**src/rtl/spi_cfg_pkg.sv**
```systemverilog
package spi_cfg_pkg;

   localparam logic [7:0] OP_ARM    = 8'h66;
   localparam logic [7:0] OP_RST    = 8'h99;
   localparam logic [7:0] OP_WEN    = 8'h06;
   localparam logic [7:0] OP_WDIS   = 8'h04;
   localparam logic [7:0] OP_A4_ON  = 8'hB7;
   localparam logic [7:0] OP_A4_OFF = 8'hE9;
   localparam logic [7:0] OP_RD_NV  = 8'hB5;
   localparam logic [7:0] OP_WR_NV  = 8'hB1;
   localparam logic [7:0] OP_RD_V   = 8'h85;
   localparam logic [7:0] OP_WR_V   = 8'h81;
   localparam logic [7:0] OP_RD_EV  = 8'h65;
   localparam logic [7:0] OP_WR_EV  = 8'h61;
   localparam logic [7:0] OP_RD_EA  = 8'hC8;
   localparam logic [7:0] OP_WR_EA  = 8'hC5;

   typedef enum logic [2:0] {
      TGT_NONE,
      TGT_NV,
      TGT_V,
      TGT_EV,
      TGT_EA
   } tgt_e;

   typedef struct packed {
      logic [7:0] v;
      logic [7:0] ev;
      logic       a4;
      logic       upper;
   } derived_t;

   // volatile state rebuilt from the nonvolatile word
   function automatic derived_t derive_cfg(input logic [15:0] nv);
      derived_t d;
      d.v     = {nv[15:12], (nv[11:9] != 3'b111), 1'b0, 2'b11};
      d.ev    = {nv[3], nv[2], 1'b0, 2'b11, 3'b111};
      d.a4    = ~nv[0];
      d.upper = ~nv[1];
      return d;
   endfunction

endpackage

```
**src/rtl/spi_cfg_arm.sv**
```systemverilog
module spi_cfg_arm
   import spi_cfg_pkg::*;
(
   input  logic       clk,
   input  logic       rst_n,
   input  logic       op_valid,
   input  logic [7:0] op_code,
   output logic       armed,
   output logic       fire
);

   logic armed_q;

   always_ff @(posedge clk or negedge rst_n) begin
      if (!rst_n) begin
         armed_q <= 1'b0;
      end else if (op_valid) begin
         armed_q <= (op_code == OP_ARM);
      end
   end

   assign armed = armed_q;
   assign fire  = op_valid && (op_code == OP_RST) && armed_q;

endmodule

```
**src/rtl/spi_cfg_collect.sv**
```systemverilog
module spi_cfg_collect
   import spi_cfg_pkg::*;
#(
   parameter int MAXB = 2
)(
   input  logic              clk,
   input  logic              rst_n,
   input  logic              op_valid,
   input  logic [7:0]        op_code,
   input  logic              wel,
   input  logic              data_valid,
   input  logic [7:0]        data_byte,
   input  logic              frame_end,
   input  logic              abort,
   output logic              commit,
   output tgt_e              commit_tgt,
   output logic [8*MAXB-1:0] commit_data
);

   localparam int CW = $clog2(MAXB + 1);

   if (MAXB < 2) begin : g_bad_maxb
      $error("spi_cfg_collect: MAXB must be at least 2");
   end

   tgt_e            tgt_q, dec_tgt;
   logic [CW-1:0]   need_q, got_q, dec_need;
   logic [8*MAXB-1:0] shadow_q;

   always_comb begin
      dec_tgt  = TGT_NONE;
      dec_need = '0;
      case (op_code)
         OP_WR_NV: begin dec_tgt = TGT_NV; dec_need = CW'(2); end
         OP_WR_V:  begin dec_tgt = TGT_V;  dec_need = CW'(1); end
         OP_WR_EV: begin dec_tgt = TGT_EV; dec_need = CW'(1); end
         OP_WR_EA: begin dec_tgt = TGT_EA; dec_need = CW'(1); end
         default:  ;
      endcase
   end

   assign commit     = data_valid && (tgt_q != TGT_NONE) && (got_q == need_q - CW'(1));
   assign commit_tgt = tgt_q;

   for (genvar i = 0; i < MAXB; i++) begin : g_lane
      assign commit_data[8*i +: 8] = (CW'(i) == got_q) ? data_byte :
                                     (CW'(i) <  got_q) ? shadow_q[8*i +: 8] : 8'h00;
   end

   always_ff @(posedge clk or negedge rst_n) begin
      if (!rst_n) begin
         tgt_q    <= TGT_NONE;
         need_q   <= '0;
         got_q    <= '0;
         shadow_q <= '0;
      end else if (abort || frame_end) begin
         tgt_q <= TGT_NONE;
      end else if (op_valid) begin
         tgt_q  <= (wel && dec_tgt != TGT_NONE) ? dec_tgt : TGT_NONE;
         need_q <= dec_need;
         got_q  <= '0;
      end else if (data_valid && tgt_q != TGT_NONE) begin
         for (int i = 0; i < MAXB; i++) begin
            if (CW'(i) == got_q) shadow_q[8*i +: 8] <= data_byte;
         end
         got_q <= got_q + CW'(1);
         if (commit) tgt_q <= TGT_NONE;
      end
   end

endmodule

```
**src/rtl/spi_cfg_readout.sv**
```systemverilog
module spi_cfg_readout
   import spi_cfg_pkg::*;
#(
   parameter int EAR_W = 8
)(
   input  logic             clk,
   input  logic             rst_n,
   input  logic             op_valid,
   input  logic [7:0]       op_code,
   input  logic             rd_req,
   input  logic             frame_end,
   input  logic             abort,
   input  logic [15:0]      nv,
   input  logic [7:0]       v,
   input  logic [7:0]       ev,
   input  logic [EAR_W-1:0] ea,
   output logic [7:0]       rd_byte
);

   tgt_e       sel_q, dec_sel;
   logic [1:0] idx_q, len;
   logic [7:0] ea8, src0, src1;

   if (EAR_W == 8) begin : g_ea_full
      assign ea8 = ea;
   end else begin : g_ea_pad
      assign ea8 = {{(8 - EAR_W){1'b0}}, ea};
   end

   always_comb begin
      case (op_code)
         OP_RD_NV: dec_sel = TGT_NV;
         OP_RD_V:  dec_sel = TGT_V;
         OP_RD_EV: dec_sel = TGT_EV;
         OP_RD_EA: dec_sel = TGT_EA;
         default:  dec_sel = TGT_NONE;
      endcase
   end

   always_comb begin
      src1 = 8'h00;
      case (sel_q)
         TGT_NV:  begin src0 = nv[7:0]; src1 = nv[15:8]; len = 2'd2; end
         TGT_V:   begin src0 = v;   len = 2'd1; end
         TGT_EV:  begin src0 = ev;  len = 2'd1; end
         TGT_EA:  begin src0 = ea8; len = 2'd1; end
         default: begin src0 = 8'h00; len = 2'd0; end
      endcase
   end

   assign rd_byte = (idx_q >= len) ? 8'h00 : (idx_q[0] ? src1 : src0);

   always_ff @(posedge clk or negedge rst_n) begin
      if (!rst_n) begin
         sel_q <= TGT_NONE;
         idx_q <= '0;
      end else if (abort || frame_end) begin
         sel_q <= TGT_NONE;
         idx_q <= '0;
      end else if (op_valid) begin
         sel_q <= dec_sel;
         idx_q <= '0;
      end else if (rd_req && idx_q < len) begin
         idx_q <= idx_q + 2'd1;
      end
   end

endmodule

```
**src/rtl/spi_cfg_unit.sv**
```systemverilog
module spi_cfg_unit
   import spi_cfg_pkg::*;
#(
   parameter logic [15:0] NV_INIT   = 16'h8FFF,
   parameter int          EAR_W     = 8,
   parameter int          UPPER_SEG = 3
)(
   input  logic             clk,
   input  logic             rst_n,
   input  logic             op_valid,
   input  logic [7:0]       op_code,
   input  logic             data_valid,
   input  logic [7:0]       data_byte,
   input  logic             frame_end,
   input  logic             rd_req,
   output logic [7:0]       rd_byte,
   output logic [15:0]      cfg_nv,
   output logic [7:0]       cfg_v,
   output logic [7:0]       cfg_ev,
   output logic [EAR_W-1:0] ext_addr,
   output logic             addr4_mode,
   output logic             write_en,
   output logic             soft_rst
);

   localparam int       WR_BYTES = 2;
   localparam derived_t POR_CFG  = derive_cfg(NV_INIT);
   localparam logic [EAR_W-1:0] SEG_VAL = EAR_W'(UPPER_SEG);

   if (EAR_W < 2 || EAR_W > 8) begin : g_bad_ear
      $error("spi_cfg_unit: EAR_W must be within 2..8");
   end
   if (UPPER_SEG < 0 || UPPER_SEG >= (1 << EAR_W)) begin : g_bad_seg
      $error("spi_cfg_unit: UPPER_SEG does not fit EAR_W");
   end

   logic                  armed_w, fire_w, commit_w;
   tgt_e                  commit_tgt_w;
   logic [8*WR_BYTES-1:0] commit_data_w;
   derived_t              now_cfg;

   logic [15:0]      nv_q;
   logic [7:0]       v_q, ev_q;
   logic [EAR_W-1:0] ea_q;
   logic             a4_q, wel_q, srst_q;

   assign now_cfg = derive_cfg(nv_q);

   spi_cfg_arm u_arm (
      .clk      (clk),
      .rst_n    (rst_n),
      .op_valid (op_valid),
      .op_code  (op_code),
      .armed    (armed_w),
      .fire     (fire_w)
   );

   spi_cfg_collect #(.MAXB(WR_BYTES)) u_collect (
      .clk         (clk),
      .rst_n       (rst_n),
      .op_valid    (op_valid),
      .op_code     (op_code),
      .wel         (wel_q),
      .data_valid  (data_valid),
      .data_byte   (data_byte),
      .frame_end   (frame_end),
      .abort       (fire_w),
      .commit      (commit_w),
      .commit_tgt  (commit_tgt_w),
      .commit_data (commit_data_w)
   );

   spi_cfg_readout #(.EAR_W(EAR_W)) u_readout (
      .clk       (clk),
      .rst_n     (rst_n),
      .op_valid  (op_valid),
      .op_code   (op_code),
      .rd_req    (rd_req),
      .frame_end (frame_end),
      .abort     (fire_w),
      .nv        (nv_q),
      .v         (v_q),
      .ev        (ev_q),
      .ea        (ea_q),
      .rd_byte   (rd_byte)
   );

   always_ff @(posedge clk or negedge rst_n) begin
      if (!rst_n) begin
         nv_q   <= NV_INIT;
         v_q    <= POR_CFG.v;
         ev_q   <= POR_CFG.ev;
         a4_q   <= POR_CFG.a4;
         ea_q   <= POR_CFG.upper ? SEG_VAL : '0;
         wel_q  <= 1'b0;
         srst_q <= 1'b0;
      end else begin
         srst_q <= fire_w;
         if (fire_w) begin
            v_q   <= now_cfg.v;
            ev_q  <= now_cfg.ev;
            a4_q  <= now_cfg.a4;
            ea_q  <= now_cfg.upper ? SEG_VAL : '0;
            wel_q <= 1'b0;
         end else begin
            if (op_valid && op_code == OP_WEN)    wel_q <= 1'b1;
            if (op_valid && op_code == OP_WDIS)   wel_q <= 1'b0;
            if (op_valid && op_code == OP_A4_ON)  a4_q  <= 1'b1;
            if (op_valid && op_code == OP_A4_OFF) a4_q  <= 1'b0;
            if (commit_w) begin
               case (commit_tgt_w)
                  TGT_NV:  nv_q <= commit_data_w[15:0];
                  TGT_V:   v_q  <= commit_data_w[7:0];
                  TGT_EV:  ev_q <= commit_data_w[7:0];
                  TGT_EA:  ea_q <= commit_data_w[EAR_W-1:0];
                  default: ;
               endcase
            end
         end
      end
   end

   assign cfg_nv     = nv_q;
   assign cfg_v      = v_q;
   assign cfg_ev     = ev_q;
   assign ext_addr   = ea_q;
   assign addr4_mode = a4_q;
   assign write_en   = wel_q;
   assign soft_rst   = srst_q;

endmodule

```
**config.mk**
```make
export PLATFORM = sky130hd
export DESIGN_NAME = spi_cfg_unit
export DESIGN_NICKNAME = d
export VERILOG_FILES = /design/src/rtl/spi_cfg_pkg.sv /design/src/rtl/spi_cfg_arm.sv /design/src/rtl/spi_cfg_collect.sv /design/src/rtl/spi_cfg_readout.sv /design/src/rtl/spi_cfg_unit.sv
export SDC_FILE = /design/constraint.sdc
export NUM_CORES = 1
export LEC_CHECK = 0
export BUFFER_PORTS_ARGS = -buffer_cell sky130_fd_sc_hd__buf_4
export CAP_MARGIN = 20
export CORE_AREA = 5 5 115 117
export DETAILED_ROUTE_END_ITERATION = 10
export DIE_AREA = 0 0 120 122
export RECOVER_POWER = 50
export SYNTH_ARGS = -nofsm -noshare
export SYNTH_HDL_FRONTEND = slang
export SYNTH_HIERARCHICAL = 1
export SYNTH_SLANG_ARGS = --single-unit
export TNS_END_PERCENT = 1
```
**constraint.sdc**
```tcl
create_clock -name clk -period 2.7 [get_ports clk]
set_clock_uncertainty 0.15 [all_clocks]
set_input_delay 0.27 -clock clk [delete_from_list [all_inputs] [get_ports clk]]
set_output_delay 0.27 -clock clk [all_outputs]
set_load 0.02 [all_outputs]
```
# Word-level counts from Yosys, hierarchy flattened
# Cells that the tools add are included.
# Widths: inputs -> output; s select.
# totals
ff_bits	72
output_inout_bits	51
elab_cells	127
# op_classes
n_addsub	3
order_cmp	4
n_eq_ne	25
n_mux	40
n_bitwise	4
reduce_logical	36
# op_table
op	n
$mux 8	16
$eq 8x8->1 const B	9
$pmux 8 s4	1
$eq 8x7->1 const B	3
$pmux 3 s4	2
$mux 3	7
$reduce_bool 3->1	7
$eq 8x3->1 const B	2
$eq 3x2->1 const B	4
$mux 2	6
$reduce_and 2->1	6
$reduce_bool 2->1	6
$logic_and 1x1->1	10
$pmux 2 s2	2
$reduce_and 4->1	2
$eq 3x1->1 const B	2
$eq 3x3->1 const B	2
$mux 1	6
$reduce_or 3->1	2
$add 2x1->2 const B	2
$lt 1x2->1 const A	2
$not 1->1	4
$ne 3x3->1 const B	1
$reduce_and 3->1	1
other kinds (7)	7

# Depth between registers and ports, before layout
# logic_depth
ltp_word	8
depth_mapped	8

# Hierarchy
# The synthesis kept the hierarchy.
# by_module_without_submodules
mod	instances	cells_each	area_each_um2	seq_area_each_um2
spi_cfg_unit	1	147	1930.6	1104.8
spi_cfg_collect	1	105	1261.2	575.6
spi_cfg_readout	1	105	853.3	125.1
spi_cfg_arm	1	9	97.6	25.0

# Worst setup path after synthesis
# No wires, ideal clock.
# synth_path
path_type	flip-flop to output port
start	register u_readout.sel_q[0]
end	output port rd_byte[0]
arrival_time_ps	2051
slack_ps	229
path_stages_with_launch	8
n_path_buf	1
cell_sequence	dfrtp_1 buf_2 nor2_1 mux2_2 ha_1 nor2b_1 o21bai_1 a211oi_1
# synth_between
elab_chain_len	5
elab_cells_between_ends	11
cone_classes	order compare (1); eq/ne (4); mux (5); reduce/logical (1)
# synth_lines
item	line	rtl
start: declaration	spi_cfg_readout.sv:20	tgt_e sel_q, dec_sel;
start signal: assignment	spi_cfg_readout.sv:61	sel_q <= dec_sel;
$eq 3x2->1 / $eq 3x3->1 (equally long branches)	spi_cfg_readout.sv:42	case (sel_q)
$reduce_or 3->1 (no source line)	--	
$pmux 2 s2	spi_cfg_readout.sv:42	
$ge 2x2->1	spi_cfg_readout.sv:51	assign rd_byte = (idx_q >= len) ? 8'h00 : (idx_q[0] ? src1 : src0);
$mux 8 (*)	spi_cfg_readout.sv:51	
end: declaration	spi_cfg_unit.sv:16	output logic [7:0] rd_byte,
# Every way passes the cells marked *; elsewhere a longest branch is shown, timed or not.

# Worst setup path after layout
# layout_path
start	register u_readout.sel_q[2]
end	output port rd_byte[6]
# Same word-level chain as after synthesis.

==> run metrics <==
most used flip-flop cell after synthesis dfrtp_1; H-tree level count 3; # fillers roughly 1200; Routed wire per std cell 18.7 µm; Core Region about 12000 µm²; multi-input logic area ~2200 µm²; Worst Setup SP u_readout/sel_q[2]; layout cells sized above 1 30.2%; FF-to-FF setup slack 0.48 ns; crit-path max FO 8; die area ~15000 µm²; final setup TNS 0 ns; P_int 0.00188 W; most common cell in the netlist dfrtp_1; Final Cell Area around 5000 µm²; pwr dens ~500 nW/µm²; max cap viols 0; Cell Area, Synth 4140 µm²; Synth area leaders dfrtp_1, dfstp_2, mux2_2; Syn-to-layout area delta 23.2%; detailed placement HPWL 8110 µm; asr flop ratio synth 100%; crit path launch type flop; Pleak 2.27 nW; via-per-instance ratio 5.34; Worst EP required around 2.3 ns; outcome finished, final reports clean; combinational power share between 7 and 8%; Total Routing Usage GR between 10% and 20%; Net Sw Power ~0.00060 W; fin crit share about 95%; Least-Margin Pin Slew slightly above 0.9 ns; Initial Util 33.8%; Final Wtd Congestion 0.855; FF-to-FF Start u_collect/got_q[1]; WL final around 11000 µm; initial antenna violation count 0; DP Area about 5000 µm²; Detailed Route Iter0 Violations about 190; Die Ht 122 µm; first-pass GRT wire length 18000 µm; minimum clock period 2.56 ns; Sw Share around 24%; crit path capture type output pin; PnR worst setup slack between 0.1 and 0.15 ns; grt total ovfl 0; syn_area_per_cell roughly 11 µm²; I/O pins 73; Worst-path clk slew roughly 0.06 ns; worst vdd ir around 0.30 mV; Yosys top cell by area dfrtp_1; die width between 100 and 150 µm; critical path type reg2out; vias between 3000 and 4000; top-area cell type share of the netlist area 29.6%; Clk pwr share 48.1%; Residual DRC 0; Ys Warns 6; Final Hold Fails 0; top cells by count, synth dfrtp_1, mux2_2, dfstp_2, nor2_1, mux2i_1; syn_nets about 390; postcts setup bufs 0; Cells after Synth 366; CTS tree done; min-delay src data_byte[2]; Post-synth EDFFs 0; ant diodes 0; TritonRoute pass-1 iters 6; Rows ~40; CTS sink cnt 72; Post-DRT Antenna Nets 0; count of cell types in the netlist 62; hold slack approximately 0.038 ns; sequential power share 44.2%; Hold Crit Class in2reg; vias in the first global route around 3300; Yosys reg bits between 70 and 80; Fmax achieved between 300 and 400 MHz; PortBufs 72; Reg area ~1800 µm²; Final Max Slew Viols 0; Seq/Total Area, Yosys between 40 and 50%; clock tree buffer depth 2; largest net degree at the start of global routing 73; worst skew pair latency 0.34 ns; NumNets Final between 400 and 500; Place WS around 0.14 ns; root buf cell clkbuf_16; relative slew slack between 30% and 40%; unrepaired setup endpoints after global routing false; Finish-stage setup viols 0; Num CTS Buffers 9; crit path DAT between 2 and 2.5 ns
[critical path, cell delays in order (launching register included)]
cell and delay (ns):
dfrtp_1 0.44, mux2_2 0.36, ha_1 0.28, nor2b_2 0.19
o21bai_4 0.13, o22ai_1 0.22, buf_4 0.17
[registers in the layout (all words and copies together) (netlist names), 2 cells and up]
signal,flops
cfg_ev,8
cfg_nv,16
cfg_v,8
ext_addr,8
u_collect/commit_tgt,3
u_collect/got_q,2
u_collect/need_q,2
u_collect/shadow_q,16
u_readout/idx_q,2
u_readout/sel_q,3
[worst paths after layout]
path	to	cells past startpoint
max	rd_byte[6]	6
min	u_collect/shadow_q[10]	2
max reg2reg	cfg_v[3]	7
min reg2reg	u_collect/shadow_q[1]	1
max in group asynchronous	u_readout/sel_q[0]	2
min in group asynchronous	u_collect/got_q[0]	2
[per-layer routing]
layer / wire length, µm / up-vias / GRT usage [%]
li1: - / 1529 / -
met1: 5390 / 1596 / 21.7
met2: 5240 / 70 / 24.7
met3: 459 / 8 / 3.53
met4: 131 / 0 / 5.30
met5: 0 / - / 0
[power by group through the flow]
| stage | combinational, W | clock [W] | sequential, W |
|---|---|---|---|
| finish | 0.000191 | 0.00119 | 0.00110 |
| floorplan | 0.0000916 | 0 | 0.00112 |
| detailed placement | 0.000194 | 0 | 0.00112 |
| global placement | 0.000192 | 0 | 0.00112 |
| CTS | 0.000197 | 0.00122 | 0.00110 |
| global route | 0.000212 | 0.00127 | 0.00110 |
[layout make-up]
type / instances / share of cell area, %
multi-input combinational: 259 / 42.3
sequential: 72 / 35.9
timing repair buffer: 87 / 11.1
clock buffer: 10 / 4.49
clock inverter: 6 / 1.37
tap: 150 / 3.68
inverter: 16 / 1.18
[placed cells by master (no fill, tap or decap), drive strengths merged, types with 13 or more instances in the layout]
master  instances
mux2           50
nor2           23
buf            62
dfrtp          49
o21ai          14
a21oi          13
mux2i          22
nor4bb         16
clkbuf         34
nand2          15
a211oi         13
dfstp          23
inv            17
[what timing repair did]
item	in CTS	in global routing
gates resized for setup	1	6
hold buffers	1	0
setup endpoints to repair	8	8
hold endpoints to repair	49	0
[stage by stage]
step | cells | power, W | util, %
after floorplan | 366 | 0.00121 | -
after global placement | 583 | 0.00131 | 39.7
after detailed placement | 583 | 0.00131 | 39.7
after CTS | 600 | 0.00252 | 42.2
after global routing | 600 | 0.00258 | 41.6
final | 600 | 0.00248 | 41.6
[cell families after synthesis]
family / count (synthesis) / share of synthesized area [%]
flip-flops: 72 / 44.2
multiplexers: 72 / 19.8
AO/OA/AOI/OAI: 71 / 12.3
adder cells (fa/ha/maj): 4 / 1.21
buffers and inverters: 35 / 4.29
XOR/XNOR: 2 / 0.423
AND/OR/NAND/NOR: 110 / 17.8
No activity file was read; power rests on OpenSTA's default activity.
